<file path="config.mk">
export PLATFORM = sky130hd
export DESIGN_NAME = opx_arbiter
export DESIGN_NICKNAME = d
export VERILOG_FILES = /design/src/rtl/opx_pkg.sv /design/src/rtl/opx_decode.sv /design/src/rtl/opx_busy_timer.sv /design/src/rtl/opx_status.sv /design/src/rtl/opx_arbiter.sv
export SDC_FILE = /design/constraint.sdc
export NUM_CORES = 1
export LEC_CHECK = 0
export BUFFER_PORTS_ARGS = -buffer_cell sky130_fd_sc_hd__buf_2
export CORE_MARGIN = 2
export CORE_UTILIZATION = 50
export CTS_CLUSTER_DIAMETER = 100
export CTS_CLUSTER_SIZE = 28
export DETAILED_ROUTE_END_ITERATION = 10
export GPL_TIMING_DRIVEN = 0
export PLACE_DENSITY = 0.84
export SYNTH_ARGS = -nofsm -noshare
export SYNTH_HDL_FRONTEND = slang
export SYNTH_SLANG_ARGS = --single-unit
</file>
<file path="constraint.sdc">
create_clock -name clk_i -period 2.3 [get_ports clk_i]
set_input_delay 0.23 -clock clk_i [delete_from_list [all_inputs] [get_ports clk_i]]
set_output_delay 0.23 -clock clk_i [all_outputs]
set_load 0.01 [all_outputs]
</file>
<file path="src/rtl/opx_pkg.sv">
package opx_pkg;
  typedef enum logic [2:0] {
    DUR_READ   = 3'd0,
    DUR_XFR    = 3'd1,
    DUR_PGM    = 3'd2,
    DUR_ERASE  = 3'd3,
    DUR_BERASE = 3'd4
  } dur_e;

  typedef struct packed {
    logic known;
    logic grp_a;
    logic two_ph;
    logic is_cmp;
    dur_e dur1;
    dur_e dur2;
  } op_cls_t;

  localparam logic [3:0] OP_BUF_RD      = 4'd0;
  localparam logic [3:0] OP_BUF_WR      = 4'd1;
  localparam logic [3:0] OP_STAT_RD     = 4'd2;
  localparam logic [3:0] OP_PAGE_RD     = 4'd3;
  localparam logic [3:0] OP_XFR         = 4'd4;
  localparam logic [3:0] OP_CMP         = 4'd5;
  localparam logic [3:0] OP_PGM_ERASE   = 4'd6;
  localparam logic [3:0] OP_PGM_NOERASE = 4'd7;
  localparam logic [3:0] OP_PAGE_ERASE  = 4'd8;
  localparam logic [3:0] OP_BLK_ERASE   = 4'd9;
  localparam logic [3:0] OP_PGM_THRU    = 4'd10;
  localparam logic [3:0] OP_REWRITE     = 4'd11;
endpackage

</file>
<file path="src/rtl/opx_decode.sv">
module opx_decode
  import opx_pkg::*;
(
  input  logic [3:0] op_i,
  output op_cls_t    cls_o
);
  always_comb begin
    cls_o.known  = 1'b1;
    cls_o.grp_a  = 1'b1;
    cls_o.two_ph = 1'b0;
    cls_o.is_cmp = 1'b0;
    cls_o.dur1   = DUR_READ;
    cls_o.dur2   = DUR_PGM;
    unique case (op_i)
      OP_BUF_RD, OP_BUF_WR, OP_STAT_RD: cls_o.grp_a = 1'b0;
      OP_PAGE_RD:     cls_o.dur1 = DUR_READ;
      OP_XFR:         cls_o.dur1 = DUR_XFR;
      OP_CMP: begin
        cls_o.dur1   = DUR_XFR;
        cls_o.is_cmp = 1'b1;
      end
      OP_PGM_ERASE, OP_PGM_THRU: begin
        cls_o.dur1   = DUR_ERASE;
        cls_o.two_ph = 1'b1;
      end
      OP_PGM_NOERASE: cls_o.dur1 = DUR_PGM;
      OP_PAGE_ERASE:  cls_o.dur1 = DUR_ERASE;
      OP_BLK_ERASE:   cls_o.dur1 = DUR_BERASE;
      OP_REWRITE: begin
        cls_o.dur1   = DUR_XFR;
        cls_o.two_ph = 1'b1;
      end
      default: begin
        cls_o.known = 1'b0;
        cls_o.grp_a = 1'b0;
      end
    endcase
  end
endmodule

</file>
<file path="src/rtl/opx_busy_timer.sv">
module opx_busy_timer
  import opx_pkg::*;
#(
  parameter int unsigned T_READ   = 3,
  parameter int unsigned T_XFR    = 5,
  parameter int unsigned T_PGM    = 7,
  parameter int unsigned T_ERASE  = 4,
  parameter int unsigned T_BERASE = 9
) (
  input  logic       clk_i,
  input  logic       rst_ni,
  input  logic       launch_i,
  input  logic       two_ph_i,
  input  dur_e       dur1_i,
  input  dur_e       dur2_i,
  output logic       busy_o,
  output logic       done_o,
  output logic [1:0] phase_o
);
  localparam int unsigned M1    = (T_READ > T_XFR) ? T_READ : T_XFR;
  localparam int unsigned M2    = (T_PGM > T_ERASE) ? T_PGM : T_ERASE;
  localparam int unsigned M3    = (M1 > M2) ? M1 : M2;
  localparam int unsigned T_MAX = (M3 > T_BERASE) ? M3 : T_BERASE;
  localparam int unsigned CNT_W = $clog2(T_MAX + 1);

  logic [CNT_W-1:0] cnt_q;
  logic             pend2_q;
  dur_e             dur2_q;
  logic [1:0]       phase_q;

  function automatic logic [CNT_W-1:0] dur_cycles(dur_e d);
    unique case (d)
      DUR_READ:   return CNT_W'(T_READ);
      DUR_XFR:    return CNT_W'(T_XFR);
      DUR_PGM:    return CNT_W'(T_PGM);
      DUR_ERASE:  return CNT_W'(T_ERASE);
      DUR_BERASE: return CNT_W'(T_BERASE);
      default:    return CNT_W'(T_MAX);
    endcase
  endfunction

  logic last_cyc;
  assign last_cyc = (cnt_q == CNT_W'(1));

  always_ff @(posedge clk_i or negedge rst_ni) begin
    if (!rst_ni) begin
      cnt_q   <= '0;
      pend2_q <= 1'b0;
      dur2_q  <= DUR_PGM;
      phase_q <= 2'd0;
    end else if (launch_i) begin
      cnt_q   <= dur_cycles(dur1_i);
      pend2_q <= two_ph_i;
      dur2_q  <= dur2_i;
      phase_q <= 2'd1;
    end else if (cnt_q != '0) begin
      if (last_cyc && pend2_q) begin
        // chain straight into phase two: no ready gap
        cnt_q   <= dur_cycles(dur2_q);
        pend2_q <= 1'b0;
        phase_q <= 2'd2;
      end else begin
        cnt_q <= cnt_q - CNT_W'(1);
        if (last_cyc) phase_q <= 2'd0;
      end
    end
  end

  assign busy_o  = (cnt_q != '0);
  assign done_o  = last_cyc && !pend2_q;
  assign phase_o = phase_q;
endmodule

</file>
<file path="src/rtl/opx_status.sv">
module opx_status #(
  parameter logic [3:0] DEV_CODE = 4'b0101
) (
  input  logic       clk_i,
  input  logic       rst_ni,
  input  logic       launch_i,
  input  logic       launch_cmp_i,
  input  logic       diff_i,
  input  logic       done_i,
  input  logic       busy_i,
  output logic [7:0] status_o
);
  logic cmp_pend_q, cmp_val_q, cmp_bit_q;

  always_ff @(posedge clk_i or negedge rst_ni) begin
    if (!rst_ni) begin
      cmp_pend_q <= 1'b0;
      cmp_val_q  <= 1'b0;
      cmp_bit_q  <= 1'b0;
    end else if (launch_i) begin
      cmp_pend_q <= launch_cmp_i;
      cmp_val_q  <= diff_i;
    end else if (done_i) begin
      cmp_pend_q <= 1'b0;
      if (cmp_pend_q) cmp_bit_q <= cmp_val_q;
    end
  end

  assign status_o = {~busy_i, cmp_bit_q, DEV_CODE, 2'b00};
endmodule

</file>
<file path="src/rtl/opx_arbiter.sv">
module opx_arbiter
  import opx_pkg::*;
#(
  parameter int unsigned T_READ   = 3,
  parameter int unsigned T_XFR    = 5,
  parameter int unsigned T_PGM    = 7,
  parameter int unsigned T_ERASE  = 4,
  parameter int unsigned T_BERASE = 9,
  parameter logic [3:0]  DEV_CODE = 4'b0101
) (
  input  logic       clk_i,
  input  logic       rst_ni,
  input  logic       req_valid_i,
  input  logic [3:0] req_op_i,
  input  logic       req_cmp_diff_i,
  output logic       grant_o,
  output logic       reject_o,
  output logic       busy_o,
  output logic [1:0] phase_o,
  output logic [7:0] status_o
);
  op_cls_t cls;
  logic    busy, done, launch, grant_d, reject_d;
  logic    grant_q, reject_q;

  opx_decode u_decode (.op_i(req_op_i), .cls_o(cls));

  assign launch   = req_valid_i && cls.known && cls.grp_a && !busy;
  assign grant_d  = req_valid_i && cls.known && (!cls.grp_a || !busy);
  assign reject_d = req_valid_i && !grant_d;

  opx_busy_timer #(
    .T_READ(T_READ), .T_XFR(T_XFR), .T_PGM(T_PGM),
    .T_ERASE(T_ERASE), .T_BERASE(T_BERASE)
  ) u_timer (
    .clk_i(clk_i), .rst_ni(rst_ni), .launch_i(launch),
    .two_ph_i(cls.two_ph), .dur1_i(cls.dur1), .dur2_i(cls.dur2),
    .busy_o(busy), .done_o(done), .phase_o(phase_o)
  );

  opx_status #(.DEV_CODE(DEV_CODE)) u_status (
    .clk_i(clk_i), .rst_ni(rst_ni), .launch_i(launch),
    .launch_cmp_i(cls.is_cmp), .diff_i(req_cmp_diff_i),
    .done_i(done), .busy_i(busy), .status_o(status_o)
  );

  always_ff @(posedge clk_i or negedge rst_ni) begin
    if (!rst_ni) begin
      grant_q  <= 1'b0;
      reject_q <= 1'b0;
    end else begin
      grant_q  <= grant_d;
      reject_q <= reject_d;
    end
  end

  assign grant_o  = grant_q;
  assign reject_o = reject_q;
  assign busy_o   = busy;
endmodule

</file>
==> flow_metrics.tcl <==
set metrics [dict create \
    power_frac_comb_pct 42.5 \
    synth_edf_count 0 \
    cts_buffer_depth 2 \
    finalSetupTns_ns 0 \
    cp-start-kind "flop" \
    drive_gt1_share_pct 31.00 \
    drtAntennaViolNets 0 \
    seq_power_share_pct 39.1 \
    nFillCells 133 \
    vias_per_cell 5.457 \
    crit_required_ns 2.47 \
    synth_compound_area_share_pct 17.68 \
    fin_crit_sh_pct 89.41 \
    gr-total-overflow 0 \
    synth_warnings 0 \
    slowest_delay_ns 0.40 \
    drv_cap 0 \
    finalPower_uw 925.6 \
    critPathCaptureType "flop" \
    synth_top_area_share_pct 39.28 \
    cts_hold_buf 1 \
    min_from "req_cmp_diff_i" \
    cts_setup_buffers 0 \
    status "complete, no violations" \
    grt_max_degree 13 \
    critical_path_class "reg2reg" \
    drcViolationCount 0 \
    max_freq_mhz 486.3 \
    critical_path.cell_chain "inv_1 -> ha_1 -> or3b_1 -> buf_6 -> clkinv_8 -> nand4_4 -> nand3_2 -> mux2_1" \
    dieWidth_um 43.10 \
    rsz0062_at_grt "false" \
    n_antenna_cell 0 \
    netlist_top_cells_area "dfrtp_1, buf_4, a31oi_1, ha_1, o21ai_0" \
    min_path_type "in2reg" \
    synth_async_sr_flop_share_pct 100.0 \
    rows 14 \
    crit_path_top_delay_cell "dfrtp_1" \
    skew_ns 0.0009089 \
    antenna_found_initial 0 \
    multi_input_area_um2 372.9 \
    p_per_area_mw_per_mm2 1016 \
    r2r_start "u_timer.cnt_q[1]" \
    ctsResizeCount 0 \
    grt_util_all_layers_pct 17.52 \
    grt_pass1_wl_mm 2.318 \
    syn-cell-area_um2 764.5 \
    hold_depth 2 \
    ys_seq_elements 12 \
    grt_pass1_vias 520 \
    synthCells 78 \
    initial_utilization_pct 51.96 \
    hold_violations 0 \
    coreArea_mm2 0.001471 \
    ff2ff_path_depth 8 \
    globalplace.congestion 0.8754 \
    power_frac_clock_pct 18.4 \
    seqCellArea_um2 300.3 \
    power_switching_uw 355.4 \
    synth_top_flop_cell "dfrtp_1" \
    yosysUniqueCellTypes 34 \
    ys_seq_area_share_pct 39.28 \
    intPower_uw 570.2 \
    io-pin-count 21 \
    cts_buffers 3 \
    synth_top_family_by_area "simple AND/OR/NAND/NOR gates" \
    drt_iter0_markers 16 \
    power.leakage_nw 0.4582 \
    swShare_pct 38.40 \
    cts_tree "done" \
    dpl.hpwl_mm 1.064 \
    crit_fanout 9 \
    avgSynthCellArea_um2 9.801 \
    r2r-end "u_status.cmp_bit_q" \
    r2r_setup_slack_ns 0.24 \
    nets 111 \
    synth.area.mux_share_pct 4.746 \
    cts_max_level 1 \
    synth-simple-area-share_pct 20.13 \
    clkTransAtPathRegs_ns 0.08 \
    finalWirelength_mm 1.455 \
    ir_drop_v 0.0004409 \
    cts-root-buf "clkbuf_4" \
    worstPathArrival_ns 2.22 \
    yosysTopAreaCell "dfrtp_1" \
    cts.sinks 12 \
    hold_end "u_status.cmp_val_q" \
    portBuffers 13 \
    finalMaxSlewViolations 0 \
    routedWlPerCell_um 12.54 \
    synth_fa_ha_area_share_pct 3.273 \
    synth_xor_xnor_area_share_pct 0 \
    via_count 633 \
    area_growth_pct 19.15 \
    dr.pass1.iters 4 \
    fin_crit_ns 2.056 \
    die_height_um 43.10 \
    clkLatencyLatePin_ns 0.28 \
    dieArea_mm2 0.001858 \
    finalSetupViolations 0 \
]
per-layer routing:
metal / global-route usage (%) / up-vias / wire [um] / part of all wire [%]
met5: 0 / - / 0 / 0
met4: 10.91 / 0 / 36 / 2.5
met2: 26.87 / 29 / 699 / 48
met3: 2.553 / 4 / 85 / 5.8
li1: - / 310 / - / -
met1: 22.91 / 290 / 634 / 44
cells in the final DEF (no fill, tap or decap), types with 5 or more instances in the layout:
master | Yosys | layout
o21ai_0 | 5 | 5
inv_1 | 5 | 5
buf_2 | 0 | 13
conb_1 | 2 | 6
dfrtp_1 | 12 | 12
buf_4 | 7 | 7
power by group through the flow:
stage,registers [mW],clock network [mW],logic [mW]
2_1_floorplan,0.356,0,0.277
3_3_place_gp,0.356,0,0.361
3_5_place_dp,0.364,0,0.384
4_1_cts,0.360,0.173,0.395
5_1_grt,0.373,0.183,0.436
6_report,0.362,0.171,0.393
cells in the mapped netlist (2+ instances only):
master,number
a21oi_1,4
inv_1,5
dfrtp_1,12
o21ai_0,5
nand3b_1,2
nand2b_1,2
nor2_1,3
nand2_1,4
buf_4,7
conb_1,2
nor2b_1,2
nand3_1,4
a31oi_1,4
ha_1,2
through the flow:
step                utilization, %  instances  worst slack [ns]  hold WS, ns  instance area [um^2]
detailed placement           58.76        111            0.2965       0.1163                 864.6
global placement             58.76        111            0.3211       0.1171                 864.6
floorplan                        -         82            0.4266     -0.06559                 779.5
finish                       61.90        116            0.2436       0.1820                 910.9
CTS                          61.90        116            0.2469       0.1821                 910.9
global route                 61.90        116            0.1208       0.1775                 910.9
sequential cells by signal (all words and copies together) (netlist names):
| name | flops |
|---|---|
| grant_o | 1 |
| reject_o | 1 |
| u_status.cmp_pend_q | 1 |
| u_status.cmp_bit_q | 1 |
| u_timer.pend2_q | 1 |
| u_status.cmp_val_q | 1 |
| u_timer.cnt_q | 4 |
| u_timer.phase_o | 2 |
final cells by class:
| type | instances | share of cell area, % |
|---|---|---|
| flip-flops and latches | 12 | 32.97 |
| multi-input cells | 55 | 40.93 |
| repair buffers | 14 | 8.242 |
| well taps | 16 | 2.198 |
| plain buffers | 9 | 7.830 |
| inverters | 6 | 3.846 |
| clock buffers | 4 | 3.984 |
kinds of logic (layout without fill, tap and decap cells):
logic type	after synthesis	after routing
compound gates	20	20
fa+ha+maj	2	2
buf+inv	15	33
flops	12	12
mux	3	3
other cells	2	6
simple gates	24	24
critical path: cells and delay by family (launching register included):
kind / cells / cell delay [ns]
multiplexers: 1 / 0.31
buffers and inverters: 3 / 0.33
flip-flops: 1 / 0.40
adder cells (fa/ha/maj): 1 / 0.25
AND/OR/NAND/NOR: 3 / 0.66
worst max path at each step:
stage / endpoint / slack, ns / startpoint
6_report: u_status.cmp_bit_q / 0.24 / u_timer.cnt_q[1]
5_1_grt: u_status.cmp_bit_q / 0.12 / u_timer.cnt_q[0]
4_1_cts: u_status.cmp_bit_q / 0.25 / u_timer.cnt_q[0]
3_5_place_dp: u_status.cmp_bit_q / 0.30 / u_timer.cnt_q[1]
3_3_place_gp: u_status.cmp_bit_q / 0.32 / u_timer.cnt_q[1]
2_1_floorplan: u_status.cmp_bit_q / 0.43 / u_timer.cnt_q[0]
No activity file was read; power rests on OpenSTA's default activity.
